### config.mk
export PLATFORM = sky130hd
export DESIGN_NAME = svm_ctrl
export DESIGN_NICKNAME = d
export VERILOG_FILES = /design/src/rtl/svm_pkg.sv /design/src/rtl/svm_sync.sv /design/src/rtl/svm_rstgen.sv /design/src/rtl/svm_status.sv /design/src/rtl/svm_ctrl.sv
export SDC_FILE = /design/constraint.sdc
export NUM_CORES = 1
export LEC_CHECK = 0
export ABC_AREA = 1
export ABC_CLOCK_PERIOD_IN_PS = 1010
export BUFFER_PORTS_ARGS = -buffer_cell sky130_fd_sc_hd__buf_2
export CAP_MARGIN = 30
export CORE_MARGIN = 10
export CORE_UTILIZATION = 38
export DETAILED_ROUTE_END_ITERATION = 16
export GPL_ROUTABILITY_DRIVEN = 0
export PLACE_DENSITY = 0.68
export SLEW_MARGIN = 20
export SYNTH_ARGS = -nofsm -noshare
export SYNTH_HDL_FRONTEND = slang
export SYNTH_HIERARCHICAL = 1
export SYNTH_SLANG_ARGS = --single-unit
### constraint.sdc
create_clock -name clk -period 1.01 [get_ports clk]
set_input_delay 0 -clock clk [delete_from_list [all_inputs] [get_ports clk]]
set_output_delay 0 -clock clk [all_outputs]
set_load 0.005 [all_outputs]
### src/rtl/svm_pkg.sv
`timescale 1ns/1ps
package svm_pkg;
  localparam int TRIP_W     = 2;
  localparam int RDATA_W    = 8;
  localparam int WDATA_W    = 2;
  localparam int SYNC_STAGES = 2;
  localparam logic [TRIP_W-1:0] TRIP_3V = 2'b01;
  localparam int BIT_FLAG = 7;
  localparam int BIT_IFL  = 6;
  localparam int BIT_IE   = 1;
  localparam int BIT_ACK  = 0;
  localparam logic ADDR_STAT = 1'b0;
  localparam logic ADDR_TRIP = 1'b1;

  typedef struct packed {
    logic flag;
    logic ifl;
    logic ie;
  } svm_stat_t;
endpackage

### src/rtl/svm_sync.sv
`timescale 1ns/1ps
module svm_sync #(
  parameter int WIDTH  = 2,
  parameter int STAGES = 2
) (
  input  logic             clk,
  input  logic             por_i,
  input  logic [WIDTH-1:0] d_i,
  output logic [WIDTH-1:0] q_o
);
  logic [WIDTH-1:0] stage_q [STAGES];

  for (genvar s = 0; s < STAGES; s++) begin : g_stage
    always_ff @(posedge clk or posedge por_i) begin
      if (por_i)      stage_q[s] <= '0;
      else if (s == 0) stage_q[s] <= d_i;
      else            stage_q[s] <= stage_q[(s == 0) ? 0 : s-1];
    end
  end

  assign q_o = stage_q[STAGES-1];
endmodule

### src/rtl/svm_rstgen.sv
`timescale 1ns/1ps
module svm_rstgen (
  input  logic clk,
  input  logic por_i,
  input  logic pwr_dis_i,
  input  logic active_i,
  input  logic rst_dis_i,
  input  logic below_i,
  input  logic above_i,
  output logic rst_q_o,
  output logic rst_set_o
);
  logic rst_q, rst_d, set_c;

  always_comb begin
    rst_d = rst_q;
    set_c = 1'b0;
    if (pwr_dis_i) begin
      rst_d = 1'b0;
    end else if (active_i) begin
      if (rst_q && above_i) begin
        rst_d = 1'b0;
      end else if (!rst_q && !rst_dis_i && below_i) begin
        rst_d = 1'b1;
        set_c = 1'b1;
      end
    end
  end

  always_ff @(posedge clk or posedge por_i) begin
    if (por_i) rst_q <= 1'b0;
    else       rst_q <= rst_d;
  end

  assign rst_q_o   = rst_q;
  assign rst_set_o = set_c;

  // held until the rising trip is seen
  p_hold_until_rise_r4: assert property (@(posedge clk) disable iff (por_i)
    (rst_q && !above_i && !pwr_dis_i) |=> rst_q);
  // disabled monitor never keeps a reset request
  p_pwr_off_release_r2: assert property (@(posedge clk) disable iff (por_i)
    pwr_dis_i |=> !rst_q);
  // armed and below sets the request
  p_below_sets_r3: assert property (@(posedge clk) disable iff (por_i)
    (active_i && !pwr_dis_i && !rst_dis_i && below_i && !above_i) |=> rst_q);
endmodule

### src/rtl/svm_status.sv
`timescale 1ns/1ps
module svm_status
  import svm_pkg::*;
(
  input  logic      clk,
  input  logic      por_i,
  input  logic      active_i,
  input  logic      below_i,
  input  logic      wr_stat_i,
  input  logic      wr_ie_i,
  input  logic      wr_ack_i,
  input  logic      rst_set_i,
  output svm_stat_t stat_o
);
  svm_stat_t st_q, st_d;
  logic      edge_evt;

  assign edge_evt = active_i && (below_i != st_q.flag);

  always_comb begin
    st_d = st_q;
    if (active_i) st_d.flag = below_i;
    if (edge_evt)                      st_d.ifl = 1'b1;
    else if (wr_stat_i && wr_ack_i)    st_d.ifl = 1'b0;
    if (rst_set_i)                     st_d.ie  = 1'b0;
    else if (wr_stat_i)                st_d.ie  = wr_ie_i;
  end

  always_ff @(posedge clk or posedge por_i) begin
    if (por_i) st_q <= '0;
    else       st_q <= st_d;
  end

  assign stat_o = st_q;

  // any change of the mirrored flag raises the interrupt flag
  p_edge_sets_flag_r7: assert property (@(posedge clk) disable iff (por_i)
    (active_i && (below_i != st_q.flag)) |=> st_q.ifl);
  // acknowledge without a competing event clears the flag
  p_ack_clears_r9: assert property (@(posedge clk) disable iff (por_i)
    (wr_stat_i && wr_ack_i && !(active_i && (below_i != st_q.flag))) |=> !st_q.ifl);
  // suspended monitor freezes the mirrored flag
  p_stop_freeze_r12: assert property (@(posedge clk) disable iff (por_i)
    !active_i |=> $stable(st_q.flag));
endmodule

### src/rtl/svm_ctrl.sv
`timescale 1ns/1ps
module svm_ctrl
  import svm_pkg::*;
(
  input  logic               clk,
  input  logic               por_i,
  input  logic               cmp_below_i,
  input  logic               cmp_above_i,
  input  logic               cfg_pwr_dis_i,
  input  logic               cfg_rst_dis_i,
  input  logic               cfg_stop_en_i,
  input  logic               stop_i,
  input  logic               reg_wr_i,
  input  logic               reg_addr_i,
  input  logic [WDATA_W-1:0] reg_wdata_i,
  output logic [RDATA_W-1:0] reg_rdata_o,
  output logic               irq_o,
  output logic               rst_req_o,
  output logic               rst_pad_n_o,
  output logic [TRIP_W-1:0]  trip_code_o
);
  logic [1:0]        cmp_s;
  logic              below_s, above_s, active, rst_q, rst_set;
  logic              wr_stat, wr_trip;
  svm_stat_t         stat;
  logic [TRIP_W-1:0] trip_q;

  svm_sync #(.WIDTH(2), .STAGES(SYNC_STAGES)) u_sync (
    .clk(clk), .por_i(por_i),
    .d_i({cmp_above_i, cmp_below_i}), .q_o(cmp_s)
  );
  assign below_s = cmp_s[0];
  assign above_s = cmp_s[1];

  assign active  = !cfg_pwr_dis_i && (!stop_i || cfg_stop_en_i);
  assign wr_stat = reg_wr_i && (reg_addr_i == ADDR_STAT);
  assign wr_trip = reg_wr_i && (reg_addr_i == ADDR_TRIP);

  svm_rstgen u_rst (
    .clk(clk), .por_i(por_i), .pwr_dis_i(cfg_pwr_dis_i), .active_i(active),
    .rst_dis_i(cfg_rst_dis_i), .below_i(below_s), .above_i(above_s),
    .rst_q_o(rst_q), .rst_set_o(rst_set)
  );

  svm_status u_stat (
    .clk(clk), .por_i(por_i), .active_i(active), .below_i(below_s),
    .wr_stat_i(wr_stat), .wr_ie_i(reg_wdata_i[BIT_IE]),
    .wr_ack_i(reg_wdata_i[BIT_ACK]), .rst_set_i(rst_set), .stat_o(stat)
  );

  always_ff @(posedge clk or posedge por_i) begin
    if (por_i)        trip_q <= TRIP_3V;
    else if (wr_trip) trip_q <= reg_wdata_i[TRIP_W-1:0];
  end

  always_comb begin
    reg_rdata_o = '0;
    if (reg_addr_i == ADDR_STAT) begin
      reg_rdata_o[BIT_FLAG] = stat.flag;
      reg_rdata_o[BIT_IFL]  = stat.ifl;
      reg_rdata_o[BIT_IE]   = stat.ie;
    end else begin
      reg_rdata_o[TRIP_W-1:0] = trip_q;
    end
  end

  assign irq_o       = stat.ifl && stat.ie && !rst_q;
  assign rst_req_o   = rst_q;
  assign rst_pad_n_o = !rst_q;
  assign trip_code_o = trip_q;

  // the enable is gone on the edge the reset request appears
  p_rst_clears_ie_r10: assert property (@(posedge clk) disable iff (por_i)
    $rose(rst_q) |-> !stat.ie);
  // trip write lands on the next edge
  p_trip_load_r11: assert property (@(posedge clk) disable iff (por_i)
    wr_trip |=> (trip_q == $past(reg_wdata_i)));
endmodule

==> impl_metrics.ini, run 1 <==
[floorplanning]
rows = 13
die_y_um = 57.0
start_util_pct = 40.0
io_pins = 25
dieArea_um2 = 3250
die_w_um = 57.0
core_area_um2 = 1300

[critical_path]
cpLargestDelayFamily = simple AND/OR/NAND/NOR gates
cp-end-kind = register
rr_worst_depth = 6
r2r_slack_ns = 0.02
r2r-start = u_sync/q_o[0]
critPathMaxStageDelay_ns = 0.38
regToRegEndpoint = u_stat/stat_o[0]
path_buf_inv = 1
cpMaxStageDelayCell = dfrtp_1
crit_path_cell_trace = inv_1 -> nor2_1 -> nand2_1 -> nor2_1 -> nand3b_1 -> nand2_1
cp-start-kind = register
crit_arrival_ns = 1.14
critPathMaxFanout = 4
cp.required_ns = 1.17
worstSetupPathType = reg -> reg

[global_route]
antenna_found_initial = 0
grt_max_degree = 10
grt-ovfl-total = 0
grt_pass1_wl_um = 2080
grt_pass1_vias = 490
grt_usage_pct = 7.86

[synthesis]
avgSynthCellArea_um2 = 7.65
synthFlopType = dfrtp_1
syn_inst = 68
synth-async-reset-ratio_pct = 100
synth_edf_count = 0
ys_types = 16
synthesis.area_um2 = 520
synth_seq_area_share_pct = 48.3
yosys_warnings = 6
synth_seq_cells = 10

[clock_network]
clkTransAtPathRegs_ns = 0.07
insertion_delay_ns = 0.26
cts_sinks = 10
cts_tree = built
htreeDepth = 1
numCtsBuffers = 3
root_buffer = clkbuf_4
max-clock-path-buffers = 2

[drt]
ant_nets = 0
finalWirelength_um = 1230
first_pass_iters = 4
vias = 458
drc = 0
drtIter0Drc = 9
routedWlPerCell_um = 10.9
via_per_inst = 4.09

[cells_and_area]
drive_above_1_share_pct = 34.0
diodes = 0
final_cells = 112
design_area_um2 = 727
syn_to_final_growth_pct = 39.7
nFillCells = 126
finalNetCount = 110

[pwr]
p_int_uw = 760
p_sw_share_pct = 25.6
power.share.clock_pct = 34.5
pwr-share-comb_pct = 19.6
ir_drop_mv = 0.992
pwr-share-seq_pct = 45.9
p_switching_uw = 261
power_density_nw_per_um2 = 1400
p_leak_nw = 0.427

[placed_design]
dp_hpwl_um = 961
io_buffer_count = 20
placed_area_um2 = 609
dp.cells = 101

[timing]
setup-violations-final = 0
maxSlewViolCount = 0
hold_violations = 0
fin_crit_ns = 0.987
rsz0062_at_grt = true
hold_ws_ns = 0.00887
timing.fmax_mhz = 1010
finalCritPeriodShare_pct = 97.8
finClkSkew_ns = 0.00467

[min_path]
worst_hold_path.endpoint = trip_code_o[0]
hp-start = reg_wr_i
min_path_type = in -> reg
whs_path_depth = 3

[flow_run]
cap_viol_max_count = 0

[run_status]
status = complete, no violations
==> cells by family after synthesis <==
kind of cell | after synthesis | synth area share [%]
other | 1 | 0.720
buffers and inverters | 22 | 21.6
and+or+nand+nor | 31 | 24.8
DFF | 10 | 48.3
AOI/OAI and AO/OA | 4 | 4.56
==> synth_stat cells (3+ instances only) <==
master	n	share of area, %
dfrtp_1	9	43
nand2_1	18	13
inv_1	15	11
nor2_1	7	5.0
buf_4	6	8.7
nand3_1	3	2.9
==> registers in the layout, summed over array words and instances (netlist names) <==
| signal | flops |
|---|---|
| u_rst/rst_q_o | 1 |
| u_stat/stat_o | 3 |
| u_sync/q_o | 2 |
| trip_code_o | 2 |
| u_sync/stage_q | 2 |
==> stage by stage <==
step,worst slack (ns),utilization (%),total power [mW],TNS [ns]
6_report,0.0226,55.9,1.02,0
5_1_grt,-0.0715,55.9,1.09,-0.158
4_1_cts,0.00286,54.5,1.02,0
3_5_place_dp,0.0430,46.8,0.645,0
3_3_place_gp,0.0740,46.8,0.640,0
2_1_floorplan,0.0594,-,0.577,0
==> routing by layer <==
layer / wire length [um] / vias up / track usage [%] / part of all wire [%]
li1: - / 245 / - / -
met1: 502 / 198 / 7.44 / 41
met2: 611 / 13 / 13.8 / 50
met3: 98 / 2 / 5.75 / 8.0
met4: 12 / 0 / 1.01 / 0.98
met5: 0 / - / 0 / 0
==> final cells by class <==
class                      count  area (um^2)  share of cell area (%)
timing repair buffer          29          186                    25.6
inverter                      15         56.3                    7.75
clock buffer                   4         36.3                    4.99
sequential                    10          251                    34.6
multi-input combinational     39          178                    24.4
tap                           15         18.8                    2.58
==> worst max-delay path by stage <==
stage | cells past startpoint | slack [ns] | start | end
2_1_floorplan | 5 | 0.06 | u_rst/rst_q_o | u_stat/stat_o[0]
3_3_place_gp | 6 | 0.07 | u_sync/q_o[0] | u_stat/stat_o[0]
3_5_place_dp | 6 | 0.04 | u_sync/q_o[0] | u_stat/stat_o[0]
4_1_cts | 3 | 0.003 | u_rst/rst_q_o | irq_o
5_1_grt | 6 | -0.07 | u_sync/q_o[0] | u_stat/stat_o[0]
6_report | 6 | 0.02 | u_sync/q_o[0] | u_stat/stat_o[0]
==> timing repair <==
action | 4_1_cts | 5_1_grt
endpoints found under the hold margin | 16 | 0
pin swaps | 0 | 3
endpoints found under the setup margin | 1 | 3
resized for setup | 1 | 3
buffers inserted | 0 | 1
hold buffers | 6 | 0
==> layout by cell type (no fill, tap or decap) <==
cell           count
o21ai_0            1
nor2_1             6
a21oi_2            1
dfrtp_1            9
conb_1             4
nor2_2             1
buf_6              1
nand2_2            2
buf_2             20
nand3b_1           1
nand3_1            3
a21oi_1            1
inv_1             15
o21ai_1            1
clkbuf_4           3
clkbuf_8           1
nor2_4             1
nand2_1           17
dfstp_2            1
dlygate4sd3_1      6
buf_4              2
==> power groups by stage <==
stage               Sequential, mW  Combinational [mW]  Clock (mW)
finish                       0.469               0.200       0.352
global route                 0.475               0.227       0.389
CTS                          0.467               0.190       0.366
detailed placement           0.475               0.170           0
global placement             0.473               0.167           0
floorplan                    0.470               0.107           0
==> worst reg2reg max path: cells and delay by family, from the launching register on <==
family | cells | cell delay (ns)
DFF | 1 | 0.38
and+or+nand+nor | 5 | 0.45
buffers and inverters | 1 | 0.05
No activity file was read; power rests on OpenSTA's default activity.
==> run 2, diff against run 1 <==
==> constraint.sdc (replaced) <==
create_clock -name clk -period 1.01 [get_ports clk]
set_input_delay 0.0505 -clock clk [delete_from_list [all_inputs] [get_ports clk]]
set_output_delay 0.0505 -clock clk [all_outputs]
set_load 0.005 [all_outputs]
==> run 2 against run 1 <==
  * The run now ends with negative setup slack left
  * Combinational power decreased by 3%
  * Die area unchanged
  * Hold slack improved by 0.029 ns
  * Total power decreased by 8.9%
  * Wire length decreased by 1.6%
  * Core utilization decreased by 1.6 points
  * Largest cell class unchanged
==> impl_metrics.ini, run 2 (same netlist as run 1, synthesis figures left out) <==
[run_status]
status = complete, but fails checks
violations = negative setup slack

[critical_path]
cpMaxStageDelayCell = dfstp_2
regToRegEndpoint = u_stat/stat_o[0]
r2r_slack_ns = 0.04
r2r-start = u_rst/rst_q_o
critPathMaxFanout = 3
cp.required_ns = 0.96
cp-start-kind = register
rr_worst_depth = 5
critPathMaxStageDelay_ns = 0.54
cp-end-kind = output port
crit_end = reg_rdata_o[0]
worstSetupPathType = reg -> out
crit_path_cell_trace = nand2_2 -> inv_1 -> buf_2
crit_arrival_ns = 0.97
startpoint = trip_code_o[0]

[global_route]
grt_pass1_vias = 517
grt_pass1_wl_um = 2090
antenna_found_initial = 0
grt-ovfl-total = 0
grt_max_degree = 10
grt_usage_pct = 7.74

[cells_and_area]
layout_common_cells = buf_2 (19), nand2_1 (16), inv_1 (14)
final_cells = 110
diodes = 0
nFillCells = 129
design_area_um2 = 706
finalNetCount = 108
syn_to_final_growth_pct = 35.6
final-seq-area_um2 = 251
largest_reg_flops = 3
multi_input_area_um2 = 180
mostFrequentLayoutCell = buf_2
drive_above_1_share_pct = 37.9

[drt]
first_pass_iters = 4
ant_nets = 0
drtIter0Drc = 1
drc = 0
routedWlPerCell_um = 11.0
vias = 465
via_per_inst = 4.23
finalWirelength_um = 1210

[timing]
finalCritPeriodShare_pct = 101
hold_ws_ns = 0.0377
finClkSkew_ns = 0.00668
hold_violations = 0
fin_crit_ns = 1.02
maxSlewViolCount = 0
rsz0062_at_grt = true
fin_ws_ns = -0.00889
setup-violations-final = 2
timing.fmax_mhz = 981

[floorplanning]
dieArea_um2 = 3250
core_area_um2 = 1300
die_y_um = 57.0
io_pins = 25
start_util_pct = 40.0
die_w_um = 57.0
rows = 13

[clock_network]
clkTransAtPathRegs_ns = 0.05
max-clock-path-buffers = 2
numCtsBuffers = 3
cts_tree = built
htreeDepth = 1
root_buffer = clkbuf_4
cts_sinks = 10
insertion_delay_ns = 0.25

[min_path]
min_path_type = in -> reg

[pwr]
p_leak_nw = 0.417
power_density_nw_per_um2 = 1320
ir_drop_mv = 0.725

[placed_design]
io_buffer_count = 20
placed_area_um2 = 609
dp_hpwl_um = 985
dp.cells = 101

[flow_run]
cap_viol_max_count = 0
[run 2: cell types whose count changed in the layout (fill, tap and decap cells not counted)]
cell,previous run,this run
inv_2,0,1
nor2_4,1,0
nor2_1,6,4
nand2_1,17,16
buf_6,1,2
nand2_2,2,3
clkbuf_8,1,0
buf_2,20,19
dlygate4sd3_1,6,4
inv_1,15,14
clkbuf_1,0,1
nor2_2,1,4
[run 2: worst min path at each step]
stage,startpoint,endpoint,slack (ns),depth (start not counted)
final,reg_wdata_i[0],trip_code_o[0],0.04,3
after global routing,reg_wdata_i[1],u_stat/stat_o[0],0.03,3
after CTS,reg_wdata_i[0],trip_code_o[0],0.02,3
after detailed placement,por_i,u_rst/rst_q_o,-0.08,2
after global placement,por_i,u_rst/rst_q_o,-0.08,2
after floorplan,por_i,u_rst/rst_q_o,-0.22,1
[run 2: where the power goes]
part           switching, mW  internal (mW)  total [mW]
logic                  0.100         0.0950       0.195
registers             0.0257          0.442       0.467
clock network          0.115          0.152       0.267
total                  0.241          0.688       0.929
[run 2: repair_timing]
action,CTS,global route
hold endpoints to repair,13,0
hold buffers,4,0
resized for setup,1,7
buffers inserted,1,0
setup endpoints to repair,3,5
pin swaps,1,1
gates cloned,0,0
[run 2: critical path, delay by kind of cell (launching register included)]
family                 cells  cell delay [ns]
DFF                        1             0.54
buffers and inverters      2             0.14
and+or+nand+nor            1             0.04
[run 2: per-stage QoR]
stage | utilization (%) | worst slack, ns | TNS, ns | total power [mW]
5_1_grt | 54.2 | -0.0705 | -0.169 | 1.01
2_1_floorplan | - | 0.0594 | 0 | 0.577
3_5_place_dp | 46.8 | -0.0306 | -0.0306 | 0.645
6_report | 54.2 | -0.00889 | -0.00930 | 0.929
3_3_place_gp | 46.8 | 0.0238 | 0 | 0.640
4_1_cts | 52.8 | -0.0227 | -0.0419 | 0.931
[run 2: area by class of cell]
class	instances	area share, %
Timing Repair Buffer	27	24.5
Multi-Input combinational cell	39	25.5
Clock buffer	4	3.72
Inverter	15	7.98
Sequential cell	10	35.6
Tap cell	15	2.66
[run 2: routing by layer]
metal / wire length (um) / track usage [%]
met1: 426 / 6.45
met2: 679 / 14.9
met3: 100 / 5.31
met4: 0 / 1.01
met5: 0 / 0
==> run 3, diff against run 2 <==
CORE_AREA = 10 10 47 49   (was default)
CORE_MARGIN = default   (was 10)
CORE_UTILIZATION = default   (was 38)
CTS_BUF_LIST = sky130_fd_sc_hd__clkbuf_4 sky130_fd_sc_hd__clkbuf_8   (was default)
DIE_AREA = 0 0 57 59   (was default)
PLACE_DENSITY = 0.7   (was 0.68)
SETUP_SLACK_MARGIN = 0.2   (was default)
==> run 3 against run 2 <==
  * Largest cell class unchanged
  * Sequential power hardly changed
  * Clock skew is 0.0027 ns lower
  * The run still ends with negative setup slack left
  * Via count is 2.8% higher
  * Non-clock buffer count is 3 higher
  * Register-to-register slack worse by 0.05 ns
  * Setup slack worse by 0.021 ns
  * Critical endpoint unchanged
==> impl_metrics.ini, run 3 (same netlist as run 1, synthesis figures left out) <==
[timing]
hold_ws_ns = 0.0155
rsz0062_at_grt = true
fin_ws_ns = -0.0303
hold_violations = 0
timing.fmax_mhz = 961
fin_crit_ns = 1.04
finalCritPeriodShare_pct = 103
setup-violations-final = 3
finClkSkew_ns = 0.00401
maxSlewViolCount = 0

[run_status]
violations = negative setup slack
status = complete, but fails checks

[clock_network]
clkTransAtPathRegs_ns = 0.06
insertion_delay_ns = 0.26
numCtsBuffers = 3
htreeDepth = 1
cts_tree = built
max-clock-path-buffers = 2
cts_sinks = 10
root_buffer = clkbuf_4

[floorplanning]
dieArea_um2 = 3360
die_y_um = 59
rows = 14
die_w_um = 57
start_util_pct = 37.1
io_pins = 25
core_area_um2 = 1400

[global_route]
grt_usage_pct = 7.80
grt_pass1_vias = 513
grt_max_degree = 10
grt_pass1_wl_um = 2060
grt-ovfl-total = 0
antenna_found_initial = 0

[critical_path]
r2r-start = u_rst/rst_q_o
cp-start-kind = register
rr_worst_depth = 6
r2r_slack_ns = -0.01
cp.required_ns = 0.96
critPathMaxFanout = 3
crit_arrival_ns = 0.99
regToRegEndpoint = u_stat/stat_o[0]
cp-end-kind = output port
worstSetupPathType = reg -> out

[drt]
via_per_inst = 4.19
drtIter0Drc = 4
met3_length_um = 70
ant_nets = 0
first_pass_iters = 4
vias = 478
routedWlPerCell_um = 10.9
finalWirelength_um = 1240
top_layer_used = met4
wl_met1_um = 516
drc = 0
routed-wl-met2_um = 636

[cells_and_area]
syn_to_final_growth_pct = 48.6
largest_reg_flops = 3
design_area_um2 = 773
layout_common_cells = buf_2 (16), nand2_1 (15), inv_1 (11)
finalNetCount = 111
final_cells = 114
mostFrequentLayoutCell = buf_2
drive_above_1_share_pct = 43.9
utilization_pct = 55.2
diodes = 0

[min_path]
hp-start = reg_wdata_i[0]
whs_path_depth = 3
min_path_type = in -> reg
worst_hold_path.endpoint = trip_code_o[0]

[pwr]
p_leak_nw = 0.439
ir_drop_mv = 0.815
power_density_nw_per_um2 = 1330

[placed_design]
dp_hpwl_um = 994
placed_area_um2 = 618
io_buffer_count = 20
place_ws_ns = 0.0569
dp.cells = 103

[flow_run]
cap_viol_max_count = 0
-- run 3: changes by cell type in the layout (fill, tap and decap cells not counted), moves of 2 or more --
cell / previous run / this run
nor2_2: 4 / 1
buf_2: 19 / 16
buf_6: 2 / 8
nor2_4: 0 / 2
inv_2: 1 / 4
inv_1: 14 / 11
-- run 3: routing by layer --
metal / up-vias / GRT usage, %
met5: - / 0
met4: 0 / 4.36
met3: 4 / 3.86
met2: 12 / 13.8
met1: 217 / 7.18
li1: 245 / -
-- run 3: stage by stage --
step / setup TNS, ns / power [mW]
2_1_floorplan: 0 / 0.577
3_3_place_gp: 0 / 0.643
3_5_place_dp: 0 / 0.649
4_1_cts: -0.115 / 1.01
5_1_grt: -0.318 / 1.10
6_report: -0.0573 / 1.03
-- run 3: report_power, final --
group	internal, mW	switching, mW
registers	0.441	0.0286
clock network	0.179	0.137
logic	0.127	0.114
total	0.747	0.280
-- run 3: cell type report --
type | count | area, um^2
clock buffer | 4 | 30.0
fill | 125 | 628
tap | 16 | 20.0
timing repair buffer | 30 | 225
inverter | 15 | 56.3
sequential | 10 | 251
multi-input combinational | 39 | 190
-- run 3: repair_timing --
item	in CTS	in global routing
buffers inserted	3	0
endpoints found under the hold margin	13	0
hold buffers	4	0
pin swaps	6	4
resized for setup	11	8
endpoints found under the setup margin	11	12
-- run 3: worst max-delay path by stage --
stage,startpoint,end,cells after the start,slack (ns)
5_1_grt,u_rst/rst_q_o,u_stat/stat_o[0],6,-0.08
4_1_cts,trip_code_o[0],reg_rdata_o[0],3,-0.04
3_5_place_dp,u_rst/rst_q_o,u_stat/stat_o[0],5,0.06
6_report,trip_code_o[0],reg_rdata_o[0],3,-0.03
2_1_floorplan,u_rst/rst_q_o,u_stat/stat_o[0],5,0.06
3_3_place_gp,u_sync/q_o[0],u_stat/stat_o[0],6,0.08
-- run 3: worst max-delay path: stages, from the launching register on --
cell	delay, ns
dfstp_2	0.55
nand2_2	0.05
inv_2	0.05
buf_6	0.08
